**src/rtl/alu_flags_pkg.sv**
```systemverilog
package alu_flags_pkg;

  localparam int FLAG_W = 16;

  typedef enum logic [2:0] {
    OP_ADD = 3'b000,
    OP_OR  = 3'b001,
    OP_ADC = 3'b010,
    OP_SBB = 3'b011,
    OP_AND = 3'b100,
    OP_SUB = 3'b101,
    OP_XOR = 3'b110,
    OP_CMP = 3'b111
  } alu_op_e;

  // flag positions inside the flags word
  localparam int FB_C = 0;
  localparam int FB_P = 2;
  localparam int FB_A = 4;
  localparam int FB_Z = 6;
  localparam int FB_S = 7;
  localparam int FB_O = 11;

  // reserved positions and their fixed values
  localparam logic [FLAG_W-1:0] RSV_MASK = 16'hF02A;
  localparam logic [FLAG_W-1:0] RSV_ONES = 16'hF002;

  function automatic logic op_is_logic(input alu_op_e op);
    return (op == OP_OR) || (op == OP_AND) || (op == OP_XOR);
  endfunction

  function automatic logic op_is_sub(input alu_op_e op);
    return (op == OP_SUB) || (op == OP_SBB) || (op == OP_CMP);
  endfunction

  function automatic logic op_uses_carry(input alu_op_e op);
    return (op == OP_ADC) || (op == OP_SBB);
  endfunction

endpackage

```
**src/rtl/alu_src_ext.sv**
```systemverilog
module alu_src_ext #(
  parameter int DW = 16,
  parameter int NW = 8
) (
  input  logic          word_mode,
  input  logic          sext_imm,
  input  logic [DW-1:0] src_raw,
  output logic [DW-1:0] src_eff
);
  localparam int HW = DW - NW;

  always_comb begin
    if (!word_mode) begin
      src_eff = {{HW{1'b0}}, src_raw[NW-1:0]};
    end else if (sext_imm) begin
      src_eff = {{HW{src_raw[NW-1]}}, src_raw[NW-1:0]};
    end else begin
      src_eff = src_raw;
    end
  end
endmodule

```
**src/rtl/alu_arith.sv**
```systemverilog
module alu_arith
  import alu_flags_pkg::*;
#(
  parameter int DW = 16,
  parameter int NW = 8
) (
  input  alu_op_e       op,
  input  logic          step_en,
  input  logic          step_down,
  input  logic          word_mode,
  input  logic          carry_in,
  input  logic [DW-1:0] opd_a,
  input  logic [DW-1:0] opd_b,
  output logic [DW-1:0] res,
  output logic          logic_cls,
  output logic          carry_out,
  output logic          aux_out,
  output logic          ovf_out
);
  localparam int NIB = 4;
  localparam logic [DW-1:0] NMASK = {{(DW-NW){1'b0}}, {NW{1'b1}}};
  localparam logic [DW-1:0] ONE   = {{(DW-1){1'b0}}, 1'b1};

  logic [DW-1:0] a_m, b_m, lres, ares, aux_vec;
  logic [DW:0]   raw;
  logic          sub, ci, sa, sb, sr;

  always_comb begin
    a_m = word_mode ? opd_a : (opd_a & NMASK);
    if (step_en) begin
      b_m       = ONE;
      sub       = step_down;
      ci        = 1'b0;
      logic_cls = 1'b0;
    end else begin
      b_m       = word_mode ? opd_b : (opd_b & NMASK);
      sub       = op_is_sub(op);
      ci        = op_uses_carry(op) & carry_in;
      logic_cls = op_is_logic(op);
    end

    // one shared adder/subtractor, one bit wider than a word
    if (sub) raw = {1'b0, a_m} - {1'b0, b_m} - {{DW{1'b0}}, ci};
    else     raw = {1'b0, a_m} + {1'b0, b_m} + {{DW{1'b0}}, ci};

    ares = word_mode ? raw[DW-1:0] : (raw[DW-1:0] & NMASK);

    case (op)
      OP_OR:   lres = a_m | b_m;
      OP_AND:  lres = a_m & b_m;
      default: lres = a_m ^ b_m;
    endcase

    res       = logic_cls ? lres : ares;
    carry_out = word_mode ? raw[DW] : raw[NW];
    aux_vec   = a_m ^ b_m ^ ares;
    aux_out   = aux_vec[NIB];

    sa = word_mode ? a_m[DW-1]  : a_m[NW-1];
    sb = word_mode ? b_m[DW-1]  : b_m[NW-1];
    sr = word_mode ? ares[DW-1] : ares[NW-1];
    if (sub) ovf_out = (sa != sb) && (sr != sa);
    else     ovf_out = (sa == sb) && (sr != sa);
  end
endmodule

```
**src/rtl/alu_flag_build.sv**
```systemverilog
module alu_flag_build
  import alu_flags_pkg::*;
#(
  parameter int DW = 16,
  parameter int NW = 8
) (
  input  logic              logic_cls,
  input  logic              step_cls,
  input  logic              word_mode,
  input  logic [DW-1:0]     res,
  input  logic              carry,
  input  logic              aux,
  input  logic              ovf,
  input  logic [FLAG_W-1:0] flags_in,
  output logic [FLAG_W-1:0] flags_next
);
  localparam int PW = 8;

  logic zf, sf, pf;
  logic [FLAG_W-1:0] f;

  always_comb begin
    zf = word_mode ? (res == '0) : (res[NW-1:0] == '0);
    sf = word_mode ? res[DW-1] : res[NW-1];
    pf = ~(^res[PW-1:0]);

    f        = flags_in;
    f[FB_Z]  = zf;
    f[FB_S]  = sf;
    f[FB_P]  = pf;
    f[FB_O]  = ovf;
    f[FB_A]  = aux;
    f[FB_C]  = carry;
    if (step_cls) begin
      f[FB_C] = flags_in[FB_C];
    end
    if (logic_cls) begin
      f[FB_O] = 1'b0;
      f[FB_A] = 1'b0;
      f[FB_C] = 1'b0;
    end
    flags_next = (f & ~RSV_MASK) | RSV_ONES;
  end
endmodule

```
**src/rtl/alu_flags_unit.sv**
```systemverilog
module alu_flags_unit
  import alu_flags_pkg::*;
#(
  parameter int DW = 16,
  parameter int NW = 8
) (
  input  logic              clk,
  input  logic              rst_n,
  input  logic              op_valid,
  input  logic [2:0]        op_code,
  input  logic              step_sel,
  input  logic              step_down,
  input  logic              word_mode,
  input  logic              sext_imm,
  input  logic [DW-1:0]     dst_opd,
  input  logic [DW-1:0]     src_opd,
  input  logic [FLAG_W-1:0] flags_in,
  output logic [DW-1:0]     res_out,
  output logic              res_we,
  output logic [FLAG_W-1:0] flags_out
);
  localparam int SYNC_N = 2;

  // reset: asynchronous assertion, synchronous release
  logic [SYNC_N-1:0] rst_pipe;
  logic              rst_ok;

  always_ff @(posedge clk or negedge rst_n) begin
    if (!rst_n) rst_pipe <= '0;
    else        rst_pipe <= {rst_pipe[SYNC_N-2:0], 1'b1};
  end
  assign rst_ok = rst_pipe[SYNC_N-1];

  alu_op_e           op;
  logic [DW-1:0]     src_eff, res_c;
  logic              logic_cls, carry_c, aux_c, ovf_c;
  logic [FLAG_W-1:0] flags_c;

  assign op = alu_op_e'(op_code);

  alu_src_ext #(.DW(DW), .NW(NW)) u_ext (
    .word_mode (word_mode),
    .sext_imm  (sext_imm),
    .src_raw   (src_opd),
    .src_eff   (src_eff)
  );

  alu_arith #(.DW(DW), .NW(NW)) u_arith (
    .op        (op),
    .step_en   (step_sel),
    .step_down (step_down),
    .word_mode (word_mode),
    .carry_in  (flags_in[FB_C]),
    .opd_a     (dst_opd),
    .opd_b     (src_eff),
    .res       (res_c),
    .logic_cls (logic_cls),
    .carry_out (carry_c),
    .aux_out   (aux_c),
    .ovf_out   (ovf_c)
  );

  alu_flag_build #(.DW(DW), .NW(NW)) u_flags (
    .logic_cls  (logic_cls),
    .step_cls   (step_sel),
    .word_mode  (word_mode),
    .res        (res_c),
    .carry      (carry_c),
    .aux        (aux_c),
    .ovf        (ovf_c),
    .flags_in   (flags_in),
    .flags_next (flags_c)
  );

  // next state
  logic [DW-1:0]     res_d;
  logic              we_d;
  logic [FLAG_W-1:0] flags_d;

  always_comb begin
    res_d   = res_out;
    flags_d = flags_out;
    we_d    = 1'b0;
    if (op_valid) begin
      res_d   = res_c;
      flags_d = flags_c;
      we_d    = step_sel || (op != OP_CMP);
    end
  end

  // registers
  always_ff @(posedge clk or negedge rst_ok) begin
    if (!rst_ok) begin
      res_out   <= '0;
      res_we    <= 1'b0;
      flags_out <= RSV_ONES;
    end else begin
      res_out   <= res_d;
      res_we    <= we_d;
      flags_out <= flags_d;
    end
  end
endmodule

```
**config.mk**
```make
export PLATFORM = sky130hd
export DESIGN_NAME = alu_flags_unit
export DESIGN_NICKNAME = d
export VERILOG_FILES = /design/src/rtl/alu_flags_pkg.sv /design/src/rtl/alu_src_ext.sv /design/src/rtl/alu_arith.sv /design/src/rtl/alu_flag_build.sv /design/src/rtl/alu_flags_unit.sv
export SDC_FILE = /design/constraint.sdc
export NUM_CORES = 1
export LEC_CHECK = 0
export BUFFER_PORTS_ARGS = -buffer_cell sky130_fd_sc_hd__buf_4
export CAP_MARGIN = 20
export CORE_ASPECT_RATIO = 0.6
export CORE_MARGIN = 4
export CORE_UTILIZATION = 45
export CTS_BUF_LIST = sky130_fd_sc_hd__clkbuf_4 sky130_fd_sc_hd__clkbuf_8
export DETAILED_ROUTE_END_ITERATION = 7
export PLACE_DENSITY = 0.75
export SYNTH_ARGS = -nofsm -noshare
export SYNTH_HDL_FRONTEND = slang
export SYNTH_SLANG_ARGS = --single-unit
```
**constraint.sdc**
```tcl
create_clock -name clk -period 1 [get_ports clk]
set_input_delay 0.1 -clock clk [delete_from_list [all_inputs] [get_ports clk]]
set_output_delay 0.1 -clock clk [all_outputs]
set_load 0.02 [all_outputs]
```
# Word level (Yosys, flattened, before mapping)
# Index checks and enable logic that the tools add are counted.
# W data, S select, Z words.
[totals]
reg_bits = 28
in_bits = 58
out_inout_bits = 33
wordCells = 60
[classes]
add_sub_neg = 4
eq_ne = 11
n_mux = 24
bitwise_logic = 6
n_reduce_logical = 11
[ops]
columns = ["cell", "count"]
rows = [
  ["$mux W16", 7],
  ["$pmux W16 S2", 1],
  ["$add A16 B16 Y17", 1],
  ["$add A17 B1 Y17", 1],
  ["$mux W17", 1],
  ["$sub A16 B16 Y17", 1],
  ["$sub A17 B1 Y17", 1],
  ["$and A16 B16 Y16", 1],
  ["$logic_not A16 Y1", 1],
  ["$or A16 B16 Y16", 1],
  ["$xor A16 B16 Y16", 1],
  ["$mux W1", 15],
  ["$eq A3 B3 Y1 const B", 4],
  ["$logic_not A8 Y1", 1],
  ["$reduce_xor A8 Y1", 1],
  ["$eq A3 B2 Y1 const B", 2],
  ["$logic_or A1 B1 Y1", 6],
  ["$xor A5 B5 Y5", 1],
  ["$eq A3 B1 Y1 const B", 1],
  ["$ne A3 B3 Y1 const B", 1],
  ["$logic_and A1 B1 Y1", 2],
  ["$ne A1 B1 Y1", 2],
  ["$and A1 B1 Y1", 1],
  ["$eq A1 B1 Y1", 1],
  ["$not A1 Y1", 1],
]

# Longest topological paths before layout
[depth]
ltp_word = 13
ltp_mapped = 19
mapped_depth_nobuf = 18

# By module
# A second synthesis with hierarchy kept.
[hier_totals]
cells_unflattened = 626
hier_area_um2 = 5268.8
[by_module_without_submodules]
columns = ["module", "instances", "cells_per_inst", "area_each_um2", "seq_area_each_um2"]
rows = [
  ["alu_arith", 1, 486, 3347.0, 0.0],
  ["alu_flags_unit", 1, 74, 1441.4, 882.1],
  ["alu_flag_build", 1, 41, 284.0, 0.0],
  ["alu_src_ext", 1, 25, 196.4, 0.0],
]

# Worst setup path after synthesis
# No wires, ideal clock.
[synth_path]
path_kind = "input port to flip-flop"
start = "in step_sel"
end = "reg flags_out[2]"
setup_ns = 0.125
arrival_ns = 3.240
t_required_ns = 0.875
path_slack_ns = -2.365
path_stages = 16
n_path_buf = 1
cell_sequence = "clkbuf_1 > or2_2 > fa_1 > inv_1 > ha_1 > o21ai_0 > o2bb2ai_1 > o21ai_0 > xor2_1 > nand2_1 > o21ai_0 > o21ai_0 > ha_1 > xnor2_1 > xnor2_1 > mux2_2"
[synth_via]
elab_chain_len = 8
word_cells_on_any_way = 17
classes_between = "add/sub (4); mux (8); bitwise (4); reduce/logical (1)"
[synth_rtl]
columns = ["element", "line", "source"]
rows = [
  ["start: declaration", "alu_flags_unit.sv:11", "input logic step_sel,"],
  ["$mux W16", "alu_arith.sv:30", "if (step_en) begin"],
  ["$add A16 B16 Y17 / $sub A16 B16 Y17 (equally long branches)", "alu_arith.sv:44, alu_arith.sv:43", ""],
  ["$add A17 B1 Y17 / $sub A17 B1 Y17 (equally long branches)", "alu_arith.sv:44, alu_arith.sv:43", ""],
  ["$mux W17", "alu_arith.sv:43", "if (sub) raw = {1'b0, a_m} - {1'b0, b_m} - {{DW{1'b0}}, ci};"],
  ["$mux W16", "alu_arith.sv:46", "ares = word_mode ? raw[DW-1:0] : (raw[DW-1:0] & NMASK);"],
  ["$mux W16 *", "alu_arith.sv:54", "res = logic_cls ? lres : ares;"],
  ["$reduce_xor A8 Y1 *", "alu_flag_build.sv:25", "pf = ~(^res[PW-1:0]);"],
  ["$not A1 Y1 *", "alu_flag_build.sv:25", ""],
  ["end signal: assignment", "alu_flags_unit.sv:100", "flags_out <= flags_d;"],
  ["end: declaration", "alu_flags_unit.sv:20", "output logic [FLAG_W-1:0] flags_out"],
]
# Every way passes the cells marked *; elsewhere a longest branch is shown, timed or not.
# A chain may end at the register's enable or synchronous reset.

# Final worst setup path
[layout_path]
start = "in step_sel"
end = "reg flags_out[6]"
[layout_via]
elab_chain_len = 8
word_cells_on_any_way = 18
classes_between = "add/sub (4); mux (9); bitwise (3); reduce/logical (2)"
[layout_rtl]
columns = ["element", "line", "source"]
rows = [
  ["$mux W16", "alu_arith.sv:30", ""],
  ["$add A16 B16 Y17 / $sub A16 B16 Y17 (equally long branches)", "alu_arith.sv:44, alu_arith.sv:43", ""],
  ["$add A17 B1 Y17 / $sub A17 B1 Y17 (equally long branches)", "alu_arith.sv:44, alu_arith.sv:43", ""],
  ["$mux W17", "alu_arith.sv:43", ""],
  ["$mux W16", "alu_arith.sv:46", ""],
  ["$mux W16 *", "alu_arith.sv:54", ""],
  ["$logic_not A16 Y1 / $logic_not A8 Y1 (equally long branches)", "alu_flag_build.sv:23", "zf = word_mode ? (res == '0) : (res[NW-1:0] == '0);"],
  ["$mux W1 *", "alu_flag_build.sv:23", ""],
]
# Marked as above.

==> results.json <==
{
  "slew_viol_final": 0,
  "seqPwrFrac": 0.204,
  "worstHoldPathType": "input port to flip-flop",
  "design_area_sq_um": 6780,
  "grtUsageMet1": 0.377,
  "violations": "setup timing",
  "die-width_um": 131,
  "antenna_cells": 0,
  "worstSkewPairLatency_ns": 0.27,
  "timing.final.ws_setup_ns": -1.86,
  "cts_buffers": 3,
  "core_area_sq_um": 8720,
  "total_power_w": 0.00707,
  "wl_per_cell_um": 17.4,
  "num_rows": 26,
  "ys_ff_latch": 28,
  "relSlewSlack": 0.465,
  "htree_levels": 1,
  "fin_crit_ns": 2.86,
  "rsz0062_at_grt": "true",
  "grt_overflow": 0,
  "yosys.area.top_type": "ha_1",
  "met3_usage": 0.0361,
  "p_switching_w": 0.00292,
  "grtUsageMet2": 0.448,
  "synthTopCellsByArea": "ha_1, dfrtp_1, inv_1",
  "grt.busiest_layer": "met2",
  "antenna_found_initial": 0,
  "drt_first_iter_violations": 385,
  "grt.total_usage": 0.268,
  "ys_seq_area_frac": 0.170,
  "final-setup-viol-count": 22,
  "grt_start_max_net_pins": 27,
  "finClkSkew_ns": 0.00430,
  "cts_tree": "built",
  "fmax_ghz": 0.350,
  "grt_pass1_wl_mm": 23.5,
  "dp_hpwl_mm": 11.8,
  "drv_cap": 0,
  "worst_slew_pin_slew_ns": 0.802,
  "final_nets": 886,
  "num_io_pins": 91,
  "yosys_warnings": 0,
  "synth_area_sq_um": 4120,
  "wl_mm": 15.1,
  "p_clk_frac": 0.095,
  "required_ns": 1.20,
  "placed_cell_area_sq_um": 6050,
  "area_growth_syn_to_layout_pct": 64.8,
  "ys_types": 68,
  "arrival_ns": 3.05,
  "powerDensity_nw_per_um2": 1040,
  "syn_avg_cell_area_sq_um": 7.82,
  "crit_fanout": 5,
  "synthArstFlopShare": 1.00,
  "port_buffers": 71,
  "worstSetupStartpointType": "input port",
  "timing.final.crit_share": 2.86,
  "ys.flop_type": "dfrtp_1",
  "cellInternalPower_w": 0.00415,
  "drive_above_1_share": 0.498,
  "cts_buffer_depth": 2,
  "clk_pin_slew_worst_paths_ns": 0.08,
  "comb_power_share": 0.701,
  "critPathCaptureType": "flip-flop",
  "cts-root-buf": "clkbuf_8",
  "ant_nets": 0,
  "hold_viol": 0,
  "cts.sinks": 28,
  "peakVddDrop_mv": 0.652,
  "n_fill_cell": 618,
  "start_util": 0.472,
  "synth_top_area_share": 0.201,
  "grt_pass1_vias": 4656,
  "drc": 0,
  "vias_per_cell": 5.53,
  "synth-edff-count": 0,
  "gp_congestion": 0.967,
  "die_h_um": 82.1,
  "die_area_sq_um": 10800,
  "status": "finished with violations",
  "crit_type": "input port to flip-flop",
  "drtPass1Iterations": 5,
  "route.vias.total": 4808,
  "sw_frac_of_total": 0.413,
  "synthCells": 526,
  "p_leak_nw": 3.37
}
## registers in the layout, summed over array words and instances, names as in the netlist
register   cells
flags_out      9
rst_pipe       2
res_out       16
res_we         1
## cell usage after synthesis, types with 2 or more instances
cell type / n
a211oi_1: 3
a21o_1: 9
a21oi_1: 29
a21oi_2: 2
a221o_1: 4
a221oi_1: 16
a221oi_2: 3
a31oi_1: 2
and2_1: 6
buf_2: 3
buf_4: 7
clkbuf_1: 15
conb_1: 2
dfrtp_1: 28
fa_1: 4
ha_1: 66
inv_1: 55
mux2_2: 7
mux2i_1: 5
nand2_1: 48
nand2b_1: 10
nand3_1: 5
nand3b_1: 3
nand4_1: 2
nor2_1: 53
nor2b_1: 12
nor3_1: 5
nor4_1: 3
o21a_1: 8
o21ai_0: 34
o21ai_1: 9
o22ai_1: 3
o2bb2ai_1: 2
o31ai_1: 2
or3_1: 3
xnor2_1: 18
xor2_1: 9
## stage by stage
stage	TNS (ns)	util	setup WS, ns	hold WS [ns]	std cells
after detailed placement	-39.04	0.694	-2.19	-0.117	850
after floorplan	-31.64	-	-1.92	-0.196	532
final	-31.76	0.778	-1.86	0.0659	869
after global routing	-33.74	0.778	-1.95	0.0516	869
after CTS	-30.07	0.744	-1.77	0.0625	860
after global placement	-37.50	0.694	-2.08	-0.117	850
## critical path: stages
cell      delay [ns]
buf_12          0.11
nor2b_4         0.11
nand3b_1        0.14
fa_2            0.40
fa_2            0.38
nand2b_4        0.17
a21oi_4         0.17
o21ai_1         0.08
nand2b_1        0.09
xnor2_1         0.15
o21ai_1         0.10
a21oi_2         0.20
ha_1            0.21
nand3_2         0.10
nor4_2          0.27
nand4_1         0.13
o21ai_1         0.14
## worst paths after layout
| kind | from | to | slack, ns | depth (start not counted) |
|---|---|---|---|---|
| worst min-delay path | flags_in[9] | flags_out[9]$_DFFE_PN0P_ | 0.07 | 2 |
| worst max register to register | flags_out[2]$_DFFE_PN0P_ | flags_out[2]$_DFFE_PN0P_ | 0.21 | 1 |
| worst min register to register | rst_pipe[1]$_DFF_PN0_ | res_out[9]$_DFFE_PN0P_ | 0.24 | 1 |
| min in group asynchronous | rst_n | rst_pipe[1]$_DFF_PN0_ | 0.15 | 2 |
| max in group asynchronous | rst_pipe[1]$_DFF_PN0_ | flags_out[9]$_DFFE_PN0P_ | 0.52 | 1 |
| worst max-delay path | step_sel | flags_out[6]$_DFFE_PN0P_ | -1.86 | 17 |
## final cells by class
type                    count  area [sq um]  share of cell area
multi-input cells         421          3730               0.550
repair buffers            248          1940               0.286
flip-flops and latches     28           701               0.103
inverters                  56           215              0.0317
well taps                 112           140              0.0207
clock buffers               4          55.1             0.00812
## routing by layer
metal  part of all wire  up-vias  routed length [um]
li1                   -     2275                   -
met1               0.46     2293                6900
met2               0.45      210                6810
met3              0.076       30                1140
met4              0.015        0                 231
met5                  0        -                   0
## kinds of logic after synthesis
logic type	count (synthesis)	synth area share
buffers and inverters	83	0.0848
DFF	28	0.170
other	2	0.00182
muxes	12	0.0313
AOI/OAI and AO/OA	144	0.250
xor gates and xnor gates	27	0.0575
and+or+nand+nor	160	0.185
adders and majority gates	70	0.220
## power by group through the flow
stage / logic [W] / clock network [W] / registers [W]
after global placement: 0.00399 / 0 / 0.00145
after global routing: 0.00530 / 0.000749 / 0.00147
after floorplan: 0.00210 / 0 / 0.00168
after CTS: 0.00444 / 0.000685 / 0.00144
final: 0.00496 / 0.000669 / 0.00144
after detailed placement: 0.00409 / 0 / 0.00146
## timing repair
| action | CTS | global route |
|---|---|---|
| hold buffers | 1 | 0 |
| hold endpoints to repair | 2 | 0 |
| setup buffers | 8 | 10 |
| setup endpoints to repair | 22 | 22 |
| pin swaps | 28 | 36 |
| gates resized for setup | 79 | 46 |
## cell usage in the layout (no fill, tap or decap), types with 7 or more instances in the layout
cell | Yosys | layout
buf_6 | 1 | 13
o21ai_1 | 9 | 13
dfrtp_1 | 28 | 28
o21a_1 | 8 | 8
ha_4 | 0 | 12
buf_4 | 7 | 232
o21ai_0 | 34 | 11
nand2_2 | 1 | 8
a21o_1 | 9 | 9
nor2_1 | 53 | 51
nand2_1 | 48 | 40
ha_1 | 66 | 50
o21ai_2 | 1 | 16
conb_1 | 2 | 8
a221oi_1 | 16 | 14
nand2b_1 | 10 | 10
xor2_1 | 9 | 7
inv_1 | 55 | 50
nor2b_1 | 12 | 7
a21oi_1 | 29 | 16
xnor2_1 | 18 | 13
a21oi_2 | 2 | 13
No activity file was read; power rests on OpenSTA's default activity.
